[src/rtl/uwl_merge.sv]
module uwl_merge #(
  parameter int W  = 32,
  parameter int RA = 5,
  localparam int NB = W / 8,
  localparam int OW = $clog2(NB)
) (
  input  logic          op_valid,
  input  logic          is_store,
  input  logic          is_right,
  input  logic [OW-1:0] byte_off,
  input  logic [W-1:0]  mem_word,
  input  logic [W-1:0]  rf_value,
  input  logic [RA-1:0] dest_reg,
  input  logic          pend_valid,
  input  logic [RA-1:0] pend_reg,
  input  logic [W-1:0]  pend_value,
  output logic [W-1:0]  load_value,
  output logic          load_req,
  output logic [RA-1:0] load_reg,
  output logic [W-1:0]  store_word,
  output logic          store_req
);

  localparam int SW = $clog2(W);

  logic [W-1:0] old_val, mem_up, mem_dn, reg_dn, reg_up;
  logic [SW-1:0] sh_lo, sh_hi;
  int oi;

  always_comb begin
    oi      = int'(byte_off);
    sh_lo   = SW'(8 * oi);
    sh_hi   = SW'(8 * (NB - 1 - oi));
    old_val = (pend_valid && pend_reg == dest_reg) ? pend_value : rf_value;
    mem_up  = mem_word << sh_hi;
    mem_dn  = mem_word >> sh_lo;
    reg_dn  = rf_value >> sh_hi;
    reg_up  = rf_value << sh_lo;

    for (int j = 0; j < NB; j++) begin
      if (!is_right)
        load_value[8*j +: 8] = (j >= NB - 1 - oi) ? mem_up[8*j +: 8] : old_val[8*j +: 8];
      else
        load_value[8*j +: 8] = (j <= NB - 1 - oi) ? mem_dn[8*j +: 8] : old_val[8*j +: 8];
      if (!is_right)
        store_word[8*j +: 8] = (j <= oi) ? reg_dn[8*j +: 8] : mem_word[8*j +: 8];
      else
        store_word[8*j +: 8] = (j >= oi) ? reg_up[8*j +: 8] : mem_word[8*j +: 8];
    end

    load_req  = op_valid && !is_store && (dest_reg != '0);
    load_reg  = dest_reg;
    store_req = op_valid && is_store;

    if (!is_right) begin
      assert_left_top_lane_R1: assert (load_value[W-1 -: 8] == mem_word[8*oi +: 8]);
      assert_left_store_low_lane_R3: assert (store_word[7:0] == rf_value[8*(NB-1-oi) +: 8]);
    end else begin
      assert_right_low_lane_R2: assert (load_value[7:0] == mem_word[8*oi +: 8]);
      assert_right_store_top_lane_R4: assert (store_word[W-1 -: 8] == rf_value[W-1-8*oi -: 8]);
    end
    if (byte_off == OW'(NB - 1) && !is_right) begin
      assert_full_word_load_R10: assert (load_value == mem_word);
    end
    if (dest_reg == '0) begin
      assert_no_zero_write_R8: assert (!load_req);
    end
    assert_req_exclusive_R9: assert (!(load_req && store_req));
  end

endmodule

[config.mk]
export PLATFORM = sky130hd
export DESIGN_NAME = uwl_merge
export DESIGN_NICKNAME = d
export VERILOG_FILES = /design/src/rtl/uwl_merge.sv
export SDC_FILE = /design/constraint.sdc
export NUM_CORES = 1
export LEC_CHECK = 0
export BUFFER_PORTS_ARGS = -buffer_cell sky130_fd_sc_hd__buf_4
export CAP_MARGIN = 10
export CORE_ASPECT_RATIO = 0.6
export CORE_MARGIN = 3
export CORE_UTILIZATION = 49
export DETAILED_ROUTE_END_ITERATION = 7
export PLACE_DENSITY = 0.84
export SLEW_MARGIN = 10
export SYNTH_ARGS = -nofsm -noshare
export SYNTH_HDL_FRONTEND = slang
export SYNTH_SLANG_ARGS = --single-unit
export TNS_END_PERCENT = 10
[constraint.sdc]
create_clock -name vclk -period 2.65
set_input_delay 0.53 -clock vclk [all_inputs]
set_output_delay 0.53 -clock vclk [all_outputs]
set_load 0.01 [all_outputs]
==> results of run 1 <==
==> per-layer routing <==
metal,track usage,part of all wire
met1,0.4817,0.38
met4,0.1211,0.037
met3,0.05823,0.13
met2,0.5647,0.45
met5,0,0
==> area by class of cell <==
class	instances	area, um2
tap	87	108.9
timing repair buffer	227	1769
fill	552	1739
multi-input combinational	431	3196
inverter	2	7.507
==> power by group through the flow <==
stage	Sequential (mW)	Clock [mW]	Combinational, mW
after floorplan	0	0	0.537
after global placement	0	0	1.02
after detailed placement	0	0	1.03
after CTS	0	0	1.04
after global routing	0	0	1.14
final	0	0	1.06
==> what timing repair did <==
item,4_1_cts,5_1_grt
endpoints found under the setup margin,5,20
pin swaps,0,2
resized for setup,1,8
cloned,0,0
==> through the flow <==
step | area [um2] | total power, mW | setup TNS (ns)
6_report | 5081 | 1.059 | 0
5_1_grt | 5081 | 1.136 | -0.009579
4_1_cts | 5052 | 1.037 | 0
3_5_place_dp | 5050 | 1.032 | -0.06616
3_3_place_gp | 5050 | 1.019 | -0.1614
2_1_floorplan | 3528 | 0.5367 | 0
==> worst paths after layout <==
path	slack, ns	endpoint	start	cells past startpoint
max	0.05	load_value[6]	dest_reg[0]	8
min	1.26	load_reg[3]	dest_reg[3]	2
==> cell usage after synthesis, types with 2 or more instances <==
| cell | instances | area (um2) |
|---|---|---|
| nand2_1 | 90 | 337.8 |
| o21ai_0 | 58 | 290.3 |
| mux2i_1 | 56 | 560.5 |
| nor2_1 | 30 | 112.6 |
| mux4_2 | 24 | 540.5 |
| buf_2 | 18 | 90.09 |
| a21oi_1 | 16 | 80.08 |
| a221oi_1 | 16 | 140.1 |
| clkbuf_1 | 16 | 60.06 |
| mux2_2 | 16 | 180.2 |
| a22oi_1 | 15 | 112.6 |
| buf_4 | 15 | 112.6 |
| and2_1 | 9 | 56.30 |
| and4_1 | 9 | 78.83 |
| a222oi_1 | 8 | 80.08 |
| a31oi_1 | 8 | 50.05 |
| nand2b_1 | 8 | 50.05 |
| nor3_1 | 8 | 40.04 |
| o211ai_1 | 8 | 60.06 |
| o22a_1 | 8 | 70.07 |
| a31o_2 | 7 | 61.31 |
| o221ai_1 | 7 | 61.31 |
| o22ai_1 | 7 | 43.79 |
| buf_12 | 3 | 60.06 |
| xnor2_1 | 3 | 26.28 |
| buf_1 | 2 | 7.510 |
| inv_1 | 2 | 7.510 |
| nand3_1 | 2 | 10.01 |
| nor2b_1 | 2 | 12.51 |
| xor2_1 | 2 | 17.52 |
==> kinds of logic (layout without fill, tap and decap cells) <==
kind of cell / after synthesis / after routing / share of synthesized area
buffers and inverters: 57 / 229 / 0.09894
XOR/XNOR: 5 / 5 / 0.01241
multiplexers: 96 / 96 / 0.3631
AND/OR/NAND/NOR: 167 / 167 / 0.2170
AO/OA/AOI/OAI: 163 / 163 / 0.3085
==> metrics.cfg, run 1 <==
[outcome]
outcome=complete, no violations

[finish]
utilization=0.7450
final_common_cell=buf_4
fin_nets=774
seq_cell_count=0
antennaDiodeCount=0
final_cell_mix=219 x buf_4, 90 x nand2_1, 56 x mux2i_1, 56 x o21ai_0, 29 x nor2_1
layout-drive-gt1-share=0.4258
seq_area_um2=0
fin_cells=747
areaGrowthSynthToFinish_pct=44.01
final.clkbuf_count=0

[timing]
relSlewSlack=0.4024
tightest_slew_ns=0.8931
drv_slew=0
worst_slack_ns=0.05358
hold_violations=0
whs_ns=1.265
timing.fmax_mhz=385.1
finalCriticalPeriod_ns=2.596
rsz0062_at_grt=yes
fin_crit_sh=0.9798
setup_viol=0

[worst_setup_path]
crit_family=buffers and inverters
critPathKind=in2out
crit_path_max_incr_delay_ns=0.34
critPathArrivalTime_ns=2.07
cpMostUsedCell=buf_4
cp_num_buf_inv=3
cpMaxStageDelayCell=a222oi_1
cp.required_ns=2.12
critical_path.endpoint_type=output port
cp-start-kind=input port
path_max_fanout=16
crit_chain=buf_4, xnor2_1, and4_1, and2_4, buf_12, mux2i_1, a222oi_1, buf_4

[synth]
yosysWarnings=0
syn_avg_cell_area_um2=7.230
synth_cells=488
synthDistinctLibCells=45
syn_area_mm2=0.003528
syn_nets=600
ys_seq_area_frac=0

[placed_design]
gp_congestion=0.9833
place_ws_ns=-0.02425
port_buffers=183
hpwl_um=11850
dp_cells=747

[drt]
drtAntennaViolNets=0
firstDrtPassIters=5
drt_drc_violations_left=0
num_vias=5051
wirelength_um=15300
avgRoutedWirePerCell_um=20.48
avgViaCountPerCell=6.762
drt-initial-drc-count=606

[floorplanning]
io_pins=183
die_y_um=71.73
coreArea_mm2=0.006820
start_util=0.5173
die-area_mm2=0.008288
num_rows=23
die-width_um=115.6

[power_and_ir_drop]
leakage_nw=2.242
pwr-share-comb=1.000
power_frac_clock=0
swShare=0.4972
seqPwrFrac=0
peakVddDrop_mv=0.1267
internal_power_mw=0.5323
pwr_density_cell_mw_per_mm2=208.3
p_sw_mw=0.5263

[run]
cap_violations=0

[global_route]
grt_pass1_wl_um=23930
grt_max_degree=32
antenna_found_initial=0
grt.total_usage=0.3520
grt_overflow=0
first_global_vias=4776

[worst_hold_path]
hold_class=in2out

[clock_tree]
cts_hold_buf=0
post_cts_buffers=0

Power figures use the tool's default switching activity.
==> run 2: changes to the inputs <==
--- a/config.mk
+++ b/config.mk
@@ -11,7 +11,7 @@
 export CORE_MARGIN = 3
 export CORE_UTILIZATION = 49
 export DETAILED_ROUTE_END_ITERATION = 7
-export PLACE_DENSITY = 0.84
+export PLACE_DENSITY_LB_ADDON = 0.15
 export SLEW_MARGIN = 10
 export SYNTH_ARGS = -nofsm -noshare
 export SYNTH_HDL_FRONTEND = slang
==> metrics.cfg, run 2 (same netlist as run 1, synthesis figures left out) <==
[global_route]
grt_pass1_wl_um=23750  ; -0.75%
first_global_vias=4771  ; -0.10%
grt.total_usage=0.3482  ; -0.003801
grt_overflow=0  ; unchanged
antenna_found_initial=0  ; unchanged
grt_max_degree=32  ; unchanged

[worst_setup_path]
cpMaxStageDelayCell=a222oi_1
crit_path_max_incr_delay_ns=0.42  ; +0.08 ns
crit_chain=buf_4, xnor2_2, and4_1, and2_4, buf_8, mux2i_1, a222oi_1, buf_4
cp-start-kind=input port
critPathKind=in2out
critical_path.endpoint_type=output port
path_max_fanout=6  ; -10
critPathArrivalTime_ns=2.07  ; about the same
cpMostUsedCell=buf_4
cp.required_ns=2.12  ; about the same

[timing]
final.setup.tns_ns=0  ; unchanged
fin_crit_sh=0.9813  ; +0.001533
hold_violations=0  ; unchanged
setup_viol=0  ; unchanged
drv_slew=0  ; unchanged
relSlewSlack=0.6298  ; +0.2275
finalCriticalPeriod_ns=2.600  ; +0.004064 ns
tightest_slew_ns=0.5546  ; -0.3385 ns
timing.fmax_mhz=384.5  ; -0.16%

[power_and_ir_drop]
total_power_mw=1.073  ; +1.3%
leakage_nw=2.293  ; +2.3%
pwr_density_cell_mw_per_mm2=206.4  ; -0.92%
peakVddDrop_mv=0.1175  ; -7.3%

[drt]
avgRoutedWirePerCell_um=20.58  ; +0.52%
drt-initial-drc-count=784  ; +29%
drtAntennaViolNets=0  ; unchanged
avgViaCountPerCell=6.750  ; -0.17%
num_vias=5076  ; +0.49%
wirelength_um=15480  ; +1.2%
firstDrtPassIters=6  ; +1
drt_drc_violations_left=0  ; unchanged

[placed_design]
port_buffers=183  ; unchanged
hpwl_um=11990  ; +1.2%
dpl_cell_area_mm2=0.005095  ; +0.89%
gp_congestion=0.9640  ; -2.0%
dp_cells=748  ; +0.13%

[finish]
utilization=0.7619  ; +0.01688
final_common_cell=buf_4
areaGrowthSynthToFinish_pct=47.27
fin_nets=779  ; +0.65%
seq_area_um2=0  ; unchanged
fin_cells=752  ; +0.67%
final_cell_mix=221 x buf_4, 89 x nand2_1, 58 x o21ai_0, 56 x mux2i_1, 27 x nor2_1
antennaDiodeCount=0  ; unchanged
fin_area_mm2=0.005196  ; +2.3%
layout-drive-gt1-share=0.4406  ; +0.01484
seq_cell_count=0  ; unchanged
final.clkbuf_count=0  ; unchanged

[worst_hold_path]
holdCritStartpoint=dest_reg[4]
hold_class=in2out
hold_path_end=load_reg[4]
hold-path-cell-count=2  ; unchanged

[floorplanning]
start_util=0.5173  ; unchanged
die-area_mm2=0.008288  ; unchanged
die-width_um=115.6  ; unchanged
coreArea_mm2=0.006820  ; unchanged
io_pins=183  ; unchanged
num_rows=23  ; unchanged
die_y_um=71.73  ; unchanged

[outcome]
outcome=complete, no violations

[clock_tree]
cts_hold_buf=0  ; unchanged

[run]
cap_violations=0  ; unchanged

[run 2: changes by cell type in the layout (fill, tap and decap cells not counted), sizes merged]
cell  delta
buf      +5
[run 2: area by class of cell]
type                       instances  area, um2
inverter                           2      7.507
fill                             524       1624
tap                               87      108.9
multi-input combinational        431       3223
timing repair buffer             232       1857
[run 2: power breakdown]
part           total [mW]  internal (mW)  leakage [nW]  switching [mW]
Combinational        1.07          0.542          2.29           0.531
Clock                   0              0             0               0
Sequential              0              0             0               0
[run 2: layer usage]
layer	up-vias	wire length, um	GRT usage	share of wire
met5	-	0	0	0
met4	0	566	0.1341	0.037
met3	63	1835	0.03544	0.12
met2	418	7067	0.5628	0.46
met1	2352	6008	0.4809	0.39
li1	2243	-	-	-
[run 2: repair_timing]
action / CTS / global route
endpoints found under the setup margin: 5 / 16
buffers inserted: 0 / 4
pin swaps: 0 / 5
gates resized for setup: 2 / 12
[run 2: worst max-delay path: cells and delay by family]
family	cells	cell delay [ns]
AND/OR/NAND/NOR	2	0.45
buffers and inverters	3	0.47
XOR/XNOR	1	0.11
AO/OA/AOI/OAI	1	0.42
multiplexers	1	0.09
[run 2: worst max path at each step]
stage,startpoint,to,cells after the start
after floorplan,dest_reg[3],load_value[0],7
after global placement,byte_off[1],load_value[6],6
after detailed placement,is_right,load_value[18],7
after CTS,byte_off[1],load_value[18],9
after global routing,dest_reg[1],load_value[0],8
final,dest_reg[1],load_value[0],8
[run 2: metrics by stage]
step                setup WS (ns)  hold slack, ns
global placement         0.002818           1.260
floorplan                  0.3150           1.110
global route            -0.002054           1.282
detailed placement       -0.02652           1.266
finish                    0.04952           1.270
CTS                       0.03133           1.267
